File: src/rtl/fpa_pkg.sv
package fpa_pkg;
  localparam int unsigned FPA_MW = 24;
  localparam int unsigned FPA_EW = 8;

  typedef enum logic {
    OP_ADD = 1'b0,
    OP_SUB = 1'b1
  } fpa_op_e;
endpackage

File: src/rtl/fpa_rst_sync.sv
module fpa_rst_sync #(
  parameter int unsigned STAGES = 2
) (
  input  logic clk,
  input  logic rst_n,
  output logic rst_sync_n
);
  logic [STAGES-1:0] sync_q;
  logic [STAGES-1:0] sync_d;

  always_comb begin
    sync_d = {sync_q[STAGES-2:0], 1'b1};
  end

  always_ff @(posedge clk or negedge rst_n) begin
    if (!rst_n) sync_q <= '0;
    else        sync_q <= sync_d;
  end

  assign rst_sync_n = sync_q[STAGES-1];
endmodule

File: src/rtl/fpa_exp_compare.sv
module fpa_exp_compare #(
  parameter int unsigned MW = 24,
  parameter int unsigned EW = 8
) (
  input  logic          clk,
  input  logic          rst_n,
  input  logic          in_valid,
  input  logic          op_sub,
  input  logic          a_sign,
  input  logic [EW-1:0] a_exp,
  input  logic [MW-1:0] a_mant,
  input  logic          b_sign,
  input  logic [EW-1:0] b_exp,
  input  logic [MW-1:0] b_mant,
  output logic          s1_valid,
  output logic          s1_big_sign,
  output logic [MW-1:0] s1_big_mant,
  output logic          s1_sml_sign,
  output logic [MW-1:0] s1_sml_mant,
  output logic [EW-1:0] s1_exp,
  output logic [EW-1:0] s1_shift
);
  logic          b_eff_sign;
  logic          a_wins;
  logic          big_sign_d, sml_sign_d;
  logic [MW-1:0] big_mant_d, sml_mant_d;
  logic [EW-1:0] exp_d, shift_d;

  always_comb begin
    b_eff_sign = b_sign ^ (op_sub == fpa_pkg::OP_SUB);
    a_wins     = (a_exp >= b_exp);
    if (a_wins) begin
      big_sign_d = a_sign;     big_mant_d = a_mant;
      sml_sign_d = b_eff_sign; sml_mant_d = b_mant;
      exp_d      = a_exp;      shift_d    = a_exp - b_exp;
    end else begin
      big_sign_d = b_eff_sign; big_mant_d = b_mant;
      sml_sign_d = a_sign;     sml_mant_d = a_mant;
      exp_d      = b_exp;      shift_d    = b_exp - a_exp;
    end
  end

  always_ff @(posedge clk or negedge rst_n) begin
    if (!rst_n) s1_valid <= 1'b0;
    else        s1_valid <= in_valid;
  end

  always_ff @(posedge clk or negedge rst_n) begin
    if (!rst_n) begin
      s1_big_sign <= 1'b0; s1_big_mant <= '0;
      s1_sml_sign <= 1'b0; s1_sml_mant <= '0;
      s1_exp      <= '0;   s1_shift    <= '0;
    end else if (in_valid) begin
      s1_big_sign <= big_sign_d; s1_big_mant <= big_mant_d;
      s1_sml_sign <= sml_sign_d; s1_sml_mant <= sml_mant_d;
      s1_exp      <= exp_d;      s1_shift    <= shift_d;
    end
  end
endmodule

File: src/rtl/fpa_mant_align.sv
module fpa_mant_align #(
  parameter int unsigned MW = 24,
  parameter int unsigned EW = 8
) (
  input  logic          clk,
  input  logic          rst_n,
  input  logic          s1_valid,
  input  logic          s1_big_sign,
  input  logic [MW-1:0] s1_big_mant,
  input  logic          s1_sml_sign,
  input  logic [MW-1:0] s1_sml_mant,
  input  logic [EW-1:0] s1_exp,
  input  logic [EW-1:0] s1_shift,
  output logic          s2_valid,
  output logic          s2_big_sign,
  output logic [MW-1:0] s2_big_mant,
  output logic          s2_sml_sign,
  output logic [MW-1:0] s2_aligned,
  output logic [EW-1:0] s2_exp
);
  logic [MW-1:0] aligned_d;
  logic          too_far;

  always_comb begin
    too_far   = (32'(s1_shift) >= 32'(MW));
    aligned_d = too_far ? '0 : (s1_sml_mant >> s1_shift);
  end

  always_ff @(posedge clk or negedge rst_n) begin
    if (!rst_n) s2_valid <= 1'b0;
    else        s2_valid <= s1_valid;
  end

  always_ff @(posedge clk or negedge rst_n) begin
    if (!rst_n) begin
      s2_big_sign <= 1'b0; s2_big_mant <= '0;
      s2_sml_sign <= 1'b0; s2_aligned  <= '0;
      s2_exp      <= '0;
    end else if (s1_valid) begin
      s2_big_sign <= s1_big_sign; s2_big_mant <= s1_big_mant;
      s2_sml_sign <= s1_sml_sign; s2_aligned  <= aligned_d;
      s2_exp      <= s1_exp;
    end
  end
endmodule

File: src/rtl/fpa_mant_addsub.sv
module fpa_mant_addsub #(
  parameter int unsigned MW = 24,
  parameter int unsigned EW = 8
) (
  input  logic          clk,
  input  logic          rst_n,
  input  logic          s2_valid,
  input  logic          s2_big_sign,
  input  logic [MW-1:0] s2_big_mant,
  input  logic          s2_sml_sign,
  input  logic [MW-1:0] s2_aligned,
  input  logic [EW-1:0] s2_exp,
  output logic          s3_valid,
  output logic          s3_sign,
  output logic [MW:0]   s3_sum,
  output logic [EW-1:0] s3_exp
);
  logic          eff_sub;
  logic          big_ge;
  logic [MW:0]   sum_d;
  logic          sign_d;

  always_comb begin
    eff_sub = s2_big_sign ^ s2_sml_sign;
    big_ge  = (s2_big_mant >= s2_aligned);
    if (!eff_sub) begin
      sum_d  = {1'b0, s2_big_mant} + {1'b0, s2_aligned};
      sign_d = s2_big_sign;
    end else if (big_ge) begin
      sum_d  = {1'b0, s2_big_mant} - {1'b0, s2_aligned};
      sign_d = s2_big_sign;
    end else begin
      sum_d  = {1'b0, s2_aligned} - {1'b0, s2_big_mant};
      sign_d = s2_sml_sign;
    end
  end

  always_ff @(posedge clk or negedge rst_n) begin
    if (!rst_n) s3_valid <= 1'b0;
    else        s3_valid <= s2_valid;
  end

  always_ff @(posedge clk or negedge rst_n) begin
    if (!rst_n) begin
      s3_sign <= 1'b0; s3_sum <= '0; s3_exp <= '0;
    end else if (s2_valid) begin
      s3_sign <= sign_d; s3_sum <= sum_d; s3_exp <= s2_exp;
    end
  end
endmodule

File: src/rtl/fpa_normalize.sv
module fpa_normalize #(
  parameter int unsigned MW = 24,
  parameter int unsigned EW = 8
) (
  input  logic          clk,
  input  logic          rst_n,
  input  logic          s3_valid,
  input  logic          s3_sign,
  input  logic [MW:0]   s3_sum,
  input  logic [EW-1:0] s3_exp,
  output logic          out_valid,
  output logic          out_sign,
  output logic [EW-1:0] out_exp,
  output logic [MW-1:0] out_mant,
  output logic          out_ovf,
  output logic          out_unf,
  output logic          out_zero
);
  localparam int unsigned LZW = $clog2(MW + 1);

  logic [LZW-1:0] lead_zeros;
  logic           sign_d, ovf_d, unf_d, zero_d;
  logic [EW-1:0]  exp_d;
  logic [MW-1:0]  mant_d;

  always_comb begin
    lead_zeros = '0;
    for (int i = 0; i < int'(MW); i++) begin
      if (s3_sum[i]) lead_zeros = LZW'(int'(MW) - 1 - i);
    end
  end

  always_comb begin
    sign_d = s3_sign;
    ovf_d  = 1'b0;
    unf_d  = 1'b0;
    zero_d = 1'b0;
    if (s3_sum[MW]) begin
      mant_d = s3_sum[MW:1];
      exp_d  = s3_exp + 1'b1;
      ovf_d  = (s3_exp == '1);
    end else if (s3_sum == '0) begin
      mant_d = '0;
      exp_d  = '0;
      sign_d = 1'b0;
      zero_d = 1'b1;
    end else begin
      mant_d = s3_sum[MW-1:0] << lead_zeros;
      exp_d  = s3_exp - EW'(lead_zeros);
      unf_d  = (32'(lead_zeros) > 32'(s3_exp));
    end
  end

  always_ff @(posedge clk or negedge rst_n) begin
    if (!rst_n) out_valid <= 1'b0;
    else        out_valid <= s3_valid;
  end

  always_ff @(posedge clk or negedge rst_n) begin
    if (!rst_n) begin
      out_sign <= 1'b0; out_exp <= '0; out_mant <= '0;
      out_ovf  <= 1'b0; out_unf <= 1'b0; out_zero <= 1'b0;
    end else if (s3_valid) begin
      out_sign <= sign_d; out_exp <= exp_d; out_mant <= mant_d;
      out_ovf  <= ovf_d;  out_unf <= unf_d; out_zero <= zero_d;
    end
  end
endmodule

File: src/rtl/fpa_pipe_top.sv
module fpa_pipe_top #(
  parameter int unsigned MW = fpa_pkg::FPA_MW,
  parameter int unsigned EW = fpa_pkg::FPA_EW
) (
  input  logic          clk,
  input  logic          rst_n,
  input  logic          in_valid,
  input  logic          op_sub,
  input  logic          a_sign,
  input  logic [EW-1:0] a_exp,
  input  logic [MW-1:0] a_mant,
  input  logic          b_sign,
  input  logic [EW-1:0] b_exp,
  input  logic [MW-1:0] b_mant,
  output logic          out_valid,
  output logic          out_sign,
  output logic [EW-1:0] out_exp,
  output logic [MW-1:0] out_mant,
  output logic          out_ovf,
  output logic          out_unf,
  output logic          out_zero
);
  logic          rst_sync_n;
  logic          s1_valid, s1_big_sign, s1_sml_sign;
  logic [MW-1:0] s1_big_mant, s1_sml_mant;
  logic [EW-1:0] s1_exp, s1_shift;
  logic          s2_valid, s2_big_sign, s2_sml_sign;
  logic [MW-1:0] s2_big_mant, s2_aligned;
  logic [EW-1:0] s2_exp;
  logic          s3_valid, s3_sign;
  logic [MW:0]   s3_sum;
  logic [EW-1:0] s3_exp;

  fpa_rst_sync #(.STAGES(2)) u_rst_sync (
    .clk(clk), .rst_n(rst_n), .rst_sync_n(rst_sync_n)
  );

  fpa_exp_compare #(.MW(MW), .EW(EW)) u_stage1 (
    .clk(clk), .rst_n(rst_sync_n), .in_valid(in_valid), .op_sub(op_sub),
    .a_sign(a_sign), .a_exp(a_exp), .a_mant(a_mant),
    .b_sign(b_sign), .b_exp(b_exp), .b_mant(b_mant),
    .s1_valid(s1_valid), .s1_big_sign(s1_big_sign), .s1_big_mant(s1_big_mant),
    .s1_sml_sign(s1_sml_sign), .s1_sml_mant(s1_sml_mant),
    .s1_exp(s1_exp), .s1_shift(s1_shift)
  );

  fpa_mant_align #(.MW(MW), .EW(EW)) u_stage2 (
    .clk(clk), .rst_n(rst_sync_n), .s1_valid(s1_valid),
    .s1_big_sign(s1_big_sign), .s1_big_mant(s1_big_mant),
    .s1_sml_sign(s1_sml_sign), .s1_sml_mant(s1_sml_mant),
    .s1_exp(s1_exp), .s1_shift(s1_shift),
    .s2_valid(s2_valid), .s2_big_sign(s2_big_sign), .s2_big_mant(s2_big_mant),
    .s2_sml_sign(s2_sml_sign), .s2_aligned(s2_aligned), .s2_exp(s2_exp)
  );

  fpa_mant_addsub #(.MW(MW), .EW(EW)) u_stage3 (
    .clk(clk), .rst_n(rst_sync_n), .s2_valid(s2_valid),
    .s2_big_sign(s2_big_sign), .s2_big_mant(s2_big_mant),
    .s2_sml_sign(s2_sml_sign), .s2_aligned(s2_aligned), .s2_exp(s2_exp),
    .s3_valid(s3_valid), .s3_sign(s3_sign), .s3_sum(s3_sum), .s3_exp(s3_exp)
  );

  fpa_normalize #(.MW(MW), .EW(EW)) u_stage4 (
    .clk(clk), .rst_n(rst_sync_n), .s3_valid(s3_valid), .s3_sign(s3_sign),
    .s3_sum(s3_sum), .s3_exp(s3_exp),
    .out_valid(out_valid), .out_sign(out_sign), .out_exp(out_exp),
    .out_mant(out_mant), .out_ovf(out_ovf), .out_unf(out_unf),
    .out_zero(out_zero)
  );
endmodule

File: config.mk
export PLATFORM = sky130hd
export DESIGN_NAME = fpa_pipe_top
export DESIGN_NICKNAME = d
export VERILOG_FILES = /design/src/rtl/fpa_pkg.sv /design/src/rtl/fpa_rst_sync.sv /design/src/rtl/fpa_exp_compare.sv /design/src/rtl/fpa_mant_align.sv /design/src/rtl/fpa_mant_addsub.sv /design/src/rtl/fpa_normalize.sv /design/src/rtl/fpa_pipe_top.sv
export SDC_FILE = /design/constraint.sdc
export NUM_CORES = 1
export LEC_CHECK = 0
export ABC_AREA = 1
export BUFFER_PORTS_ARGS = -buffer_cell sky130_fd_sc_hd__buf_4
export CORE_AREA = 2 2 230 232
export DETAILED_ROUTE_END_ITERATION = 12
export DIE_AREA = 0 0 232 234
export HOLD_SLACK_MARGIN = 0.15
export PLACE_DENSITY_LB_ADDON = 0.25
export SLEW_MARGIN = 20
export SYNTH_ARGS = -nofsm -noshare
export SYNTH_HDL_FRONTEND = slang
export SYNTH_SLANG_ARGS = --single-unit
export TNS_END_PERCENT = 20
File: constraint.sdc
create_clock -name clk -period 6.4 [get_ports clk]
set_clock_uncertainty 0.05 [all_clocks]
set_input_delay 0.32 -clock clk [delete_from_list [all_inputs] [get_ports clk]]
set_output_delay 0.32 -clock clk [all_outputs]
set_load 0.01 [all_outputs]
Word-level counts from Yosys, hierarchy flattened
Cells that the tools add are included.

storage, ports and cells
  register bits = 200
  input bits = 70
  RAM bits = 0
  latch bits = 0
  memories = 0
  logic and storage cells = 88
  output and inout bits = 37
  bits in read-only memories = 0

cells by class
  mux-type cells = 46
  div/mod/pow operators = 0
  eq/ne operators = 1
  reductions and logical operators = 1
  multiply operators = 0
  bitwise logic cells = 2
  $add $sub $neg = 7
  $lt $le $gt $ge = 4
  shifts and indexed selects = 2

operators by type and width
  cell                                                                                 number
  24-bit two-way mux                                                                   5
  5-bit two-way mux                                                                    24
  25-bit two-way mux                                                                   2
  24-bit by 24-bit subtractor with 25-bit output                                       2
  8-bit two-way mux                                                                    4
  24-bit by 24-bit adder with 25-bit output                                            1
  25-bit logical NOT                                                                   1
  24-bit greater-or-equal comparator                                                   1
  24-bit by 5-bit left shift with 24-bit output                                        1
  24-bit by 8-bit right shift with 24-bit output                                       1
  8-bit subtractor                                                                     2
  1-bit two-way mux                                                                    11
  8-bit by 1-bit adder with 8-bit output, second input constant                        1
  8-bit == test, second input constant                                                 1
  8-bit by 5-bit greater-or-equal comparator with 1-bit output, second input constant  1
  8-bit greater-or-equal comparator                                                    1
  5-bit by 8-bit > comparator with 1-bit output                                        1
  8-bit by 5-bit subtractor with 8-bit output                                          1
  1-bit XOR                                                                            2

Depth between registers and ports, before layout
  depth in word-level cells = 27
  depth in mapped cells = 34
  gate-level depth less buffers = 33

Modules after synthesis
Synthesis repeated with hierarchy kept, for this count alone.

second synthesis, totals
  cell total of the unflattened synthesis = 2792
  area, all modules = 17655.7 sq um

modules (own cells, without submodules)
  module           instances  cells each  sequential area each (sq um)  area each (sq um)
  fpa_mant_addsub  1          1242        875.8                         7009.2
  fpa_exp_compare  1          506         1676.6                        3832.4
  fpa_mant_align   1          488         1476.4                        3414.5
  fpa_normalize    1          553         925.9                         3345.7
  fpa_rst_sync     1          3           50.0                          53.8

Least setup slack after synthesis
OpenSTA, ideal clock, no wires.

  path kind = reg-to-reg
  start = reg u_stage3.s3_sum[2]
  end = reg u_stage4.out_exp[7]
  period minus slack after synthesis = 3.037 ns
  buffers on the path = 1
  setup time = 0.077 ns
  data arrival time = 2.910 ns
  stages on the path, launching flop included = 24
  path slack = 3.363 ns
  path through = dfrtp_1 > inv_2 > o21ai_0 > o211ai_1 > nand3_1 > nand3_1 > nand3_1 > nand3_1 > nand3_1 > nand2_1 > nand2_1 > a31oi_1 > inv_1 > buf_2 > ha_1 > nand2_1 > nor2_1 > a211oi_1 > nor2_1 > o21ai_0 > nand3_1 > a21oi_1 > o21ai_0 > a21oi_1

between the ends
  word-level cells in the longest chain between the ends = 25
  elaborated cells between the ends (all ways) = 26

ends and longest elaborated chain
  item                                         line                   source
  start, declared                              fpa_mant_addsub.sv:15  output logic [MW:0] s3_sum,
  start signal, assigned                       fpa_mant_addsub.sv:47  s3_sign <= sign_d; s3_sum <= sum_d; s3_exp <= s2_exp;
  5-bit two-way mux (22 in series)             fpa_normalize.sv:29    if (s3_sum[i]) lead_zeros = LZW'(int'(MW) - 1 - i);
  8-bit by 5-bit subtractor with 8-bit output  fpa_normalize.sv:49    exp_d = s3_exp - EW'(lead_zeros);
  8-bit two-way mux (*)                        fpa_normalize.sv:42    end else if (s3_sum == '0) begin
  8-bit two-way mux (*)                        fpa_normalize.sv:38    if (s3_sum[MW]) begin
  end signal, assigned                         fpa_normalize.sv:64    out_sign <= sign_d; out_exp <= exp_d; out_mant <= mant_d;
  end, declared                                fpa_normalize.sv:13    output logic [EW-1:0] out_exp,

Mark *: on every way between the ends. The rest lies on a longest branch, timed or not.
A chain may end at the register's enable or synchronous reset.

Worst setup path after layout
  start = reg u_stage3.s3_sum[1]
  end = reg u_stage4.out_exp[6]

between the ends
  word-level cells in the longest chain between the ends = 26
  elaborated cells between the ends (all ways) = 27

ends and longest elaborated chain
  item                                         line
  5-bit two-way mux (23 in series)             fpa_normalize.sv:29
  8-bit by 5-bit subtractor with 8-bit output  fpa_normalize.sv:49
  8-bit two-way mux (*)                        fpa_normalize.sv:42
  8-bit two-way mux (*)                        fpa_normalize.sv:38

Marked as above.

==> qor_table.md <==
| Item | This run |
|---|---|
| Critical Path Source Type | register |
| Count of antenna-violating nets left after detailed routing | 0 |
| Final Hold Fails | 0 |
| Setup slack on the worst flop-to-flop path | 2.44 ns |
| Part of the Yosys area used for sequential elements | 0.3243 |
| Critical path's slowest cell | sky130_fd_sc_hd__nand2_1 |
| Routed length per instance | 15.56 um |
| Post-Syn Area per Cell | 6.917 um^2 |
| Slew margin rel. | 0.3716 |
| Maximum resistive drop on vdd | 0.2159 mV |
| Library cell used as clock root buffer | sky130_fd_sc_hd__clkbuf_16 |
| Worst-Margin Slew | 0.9427 ns |
| Number of synthesized flops with an enable pin | 0 |
| Ant. Diodes | 0 |
| Endpoint arrival time on the critical path | 4.34 ns |
| Critical path's top delay family | simple AND/OR/NAND/NOR gates |
| Leakage dissipation | 8.768 nW |
| Area of the die | 54290 um^2 |
| Cell Pwr Density | 342.1 nW/um^2 |
| Largest fanout of any net on the critical path | 25 |
| Main flop type after synthesis | sky130_fd_sc_hd__dfrtp_1 |
| Maximum number of pins on one net before global-route repair | 162 |
| Commonest non-fill, non-tap cell in the layout | sky130_fd_sc_hd__nand2_1 |
| Synth Instances | 2231 |
| Global-route wire length before repair | 76.67 mm |
| Core area | 52020 um^2 |
| Period Utilization, post-route | 0.6193 |
| Number of iterations in the first detailed-routing pass | 7 |
| Run status | finished, final reports clean |
| Ports | 107 |
| Clock-pin slew on the worst setup and hold paths | 0.08 ns |
| Total routed wirelength | 47.25 mm |
| Post-Synthesis Net Count | 2401 |
| Vias in the first global route | 14199 |
| Row Count | 84 |
| Flops & latches, synth | 200 |
| Kind of critical path | register to register |
| Port bufs | 106 |
| Sink Count | 200 |
| H-tree levels | 4 |
| 1st-iter DRT viols | 935 |
| Drt drc | 0 |
| Vias per inst | 4.828 |
| Overflow left after global routing | 0 |
| Setup violators final | 0 |
| Clock tree from TritonCTS | built |
| Longest Clk Path Bufs | 2 |
| Final Core Density | 0.3488 |
| Critical path's most frequent cell | sky130_fd_sc_hd__nand2_1 |
| Crit path largest cell delay | 0.45 ns |
| Die span in y | 234 um |
| Cell area after technology mapping | 15430 um^2 |
| Critical path endpoint category | register |
| Count of final max-slew check failures | 0 |
| Gates resized, CTS repair | 0 |
| Aggregate negative setup slack | 0 ns |
| Worst-skew pair later-pin latency | 0.51 ns |
| Worst hold slack across all endpoints | 0.2056 ns |
| Final HPWL from detailed placement | 36.67 mm |
| Number of antenna violations at the first check in global routing | 0 |
| Synth top area cells | sky130_fd_sc_hd__dfrtp_1 32%, sky130_fd_sc_hd__nand2_1 13%, sky130_fd_sc_hd__o21ai_0 8.4% |
| Growth of design area from synthesis to finish | 17.59% |
| Number of warnings reported in the yosys synthesis log | 0 |
| Total via count after detailed routing | 14658 |
| Inserted Clock Buffers | 17 |
| Cell type contributing the most total cell area after synthesis | sky130_fd_sc_hd__dfrtp_1 |
| Most used cells in the layout excluding fill and tap cells | 528 x sky130_fd_sc_hd__nand2_1, 263 x sky130_fd_sc_hd__inv_1, 260 x sky130_fd_sc_hd__o21ai_0, 200 x sky130_fd_sc_hd__nor2_1, 197 x sky130_fd_sc_hd__dfrtp_1 |
| Time the final worst path needs with I/O delays and setup | 3.964 ns |
| Net count reported at finish | 2505 |
| Layout cells sized above 1 | 0.08731 |
| Routability congestion estimate | 0.9201 |
| Class of the tightest hold or removal check | primary input to register |
| Worst endpoint required time | 6.78 ns |
| Share of flip-flops with an asynchronous set or reset after synthesis | 1.000 |
| Count of buffer and inverter cells on the critical path | 1 |
| RSZ-0062 raised after global routing | no |
| Maximum achievable frequency | 252.3 MHz |
| Die width | 232 um |
| Overall fraction of global-route tracks in use | 0.1779 |
| Fraction of post-synthesis cell area in the top cell type by area | 0.3243 |
| Starting utilization of the core area | 0.2966 |
| Number of max-capacitance violations reported | 0 |
| Number of unique standard cell types used by synthesis | 60 |
## layout make-up
type / instances / area (um^2)
clock buffers: 18 / 439.2
clock inverters: 14 / 146.4
fillers: 5632 / 33880
inverters: 269 / 1010
multi-input cells: 1641 / 8906
flip-flops and latches: 200 / 5011
well taps: 688 / 860.8
repair buffers: 206 / 1772
## path summary, 6_finish.rpt
kind,cells past startpoint,startpoint,endpoint
max in group asynchronous,1,u_rst_sync.sync_q[1]$_DFF_PN0_,u_stage1.s1_sml_mant[0]$_DFFE_PN0P_
hold / removal,5,a_exp[5],u_stage1.s1_exp[5]$_DFFE_PN0P_
hold reg to reg,0,u_rst_sync.sync_q[1]$_DFF_PN0_,u_stage4.out_valid$_DFF_PN0_
min in group asynchronous,0,u_rst_sync.sync_q[1]$_DFF_PN0_,u_stage4.out_valid$_DFF_PN0_
setup / recovery,30,u_stage3.s3_sum[1]$_DFFE_PN0P_,u_stage4.out_exp[6]$_DFFE_PN0P_
setup reg to reg,30,u_stage3.s3_sum[1]$_DFFE_PN0P_,u_stage4.out_exp[6]$_DFFE_PN0P_
## flip-flops by register name, summed over array words and instances, names as in the netlist, 2 cells and up
signal	flops
u_rst_sync.sync_q	2
u_stage1.s1_big_mant	24
u_stage1.s1_exp	8
u_stage1.s1_shift	8
u_stage1.s1_sml_mant	24
u_stage2.s2_aligned	24
u_stage2.s2_big_mant	24
u_stage2.s2_exp	8
u_stage3.s3_exp	8
u_stage3.s3_sum	25
u_stage4.out_exp	8
u_stage4.out_mant	24
## worst reg2reg max path, delay by kind of cell (launching register included)
| family | cells | cell delay (ns) |
|---|---|---|
| AO/OA/AOI/OAI | 2 | 0.40 |
| AND/OR/NAND/NOR | 25 | 2.15 |
| adder cells (fa/ha/maj) | 2 | 0.79 |
| buffers and inverters | 1 | 0.08 |
| flip-flops | 1 | 0.41 |
## synth_stat cells (all sizes together), types with 4 or more instances
| library cell | n |
|---|---|
| o31ai | 8 |
| nor2 | 201 |
| o221a | 4 |
| a21boi | 8 |
| o211ai | 10 |
| o22ai | 12 |
| mux2 | 10 |
| o221ai | 6 |
| o21bai | 6 |
| o21ai | 279 |
| clkbuf | 93 |
| o32ai | 5 |
| o21a | 6 |
| mux2i | 9 |
| nand4 | 11 |
| a211oi | 4 |
| buf | 28 |
| a31oi | 29 |
| a21oi | 166 |
| nand2 | 533 |
| xor2 | 60 |
| dfrtp | 200 |
| inv | 266 |
| xnor2 | 6 |
| ha | 94 |
| nor3 | 5 |
| nand3 | 137 |
| nor4 | 8 |
| fa | 6 |
## metal layers
layer,global-route usage,share of wire
met5,0,0
met4,0.05609,0.023
met3,0.03076,0.033
met2,0.2825,0.45
met1,0.2458,0.49
## metrics by stage
step | instances | power [mW] | setup WS, ns | area [um^2]
after floorplan | 2231 | 4.124 | 0.3641 | 15430
after global placement | 2919 | 5.074 | 2.467 | 16710
after CTS | 3036 | 6.260 | 2.395 | 18140
after global routing | 3036 | 6.808 | 1.901 | 18140
after detailed placement | 2919 | 5.068 | 2.427 | 16710
final | 3036 | 6.208 | 2.436 | 18140
## cells by family (layout without fill, tap and decap cells)
family,count (synthesis),count (layout),synth area share
simple gates,899,899,0.2356
other cells,1,1,0.0002430
mux,19,19,0.01314
buf+inv,390,507,0.09925
fa+ha+maj,100,100,0.08400
xor+xnor,66,66,0.03746
compound gates,556,556,0.2060
flops,200,200,0.3243
## where the power goes
part	total (mW)	internal [mW]	leakage, nW	switching, mW
Combinational	3.27	1.17	6.04	2.11
Clock	1.10	0.532	0.288	0.567
Sequential	1.84	1.56	2.44	0.278
Total	6.21	3.26	8.77	2.95
## what timing repair did
action	4_1_cts	5_1_grt
setup endpoints to repair	0	0
hold buffers	85	0
buffers inserted	0	0
endpoints found under the hold margin	62	0
Note: power is estimated with default switching activity, not from simulation.
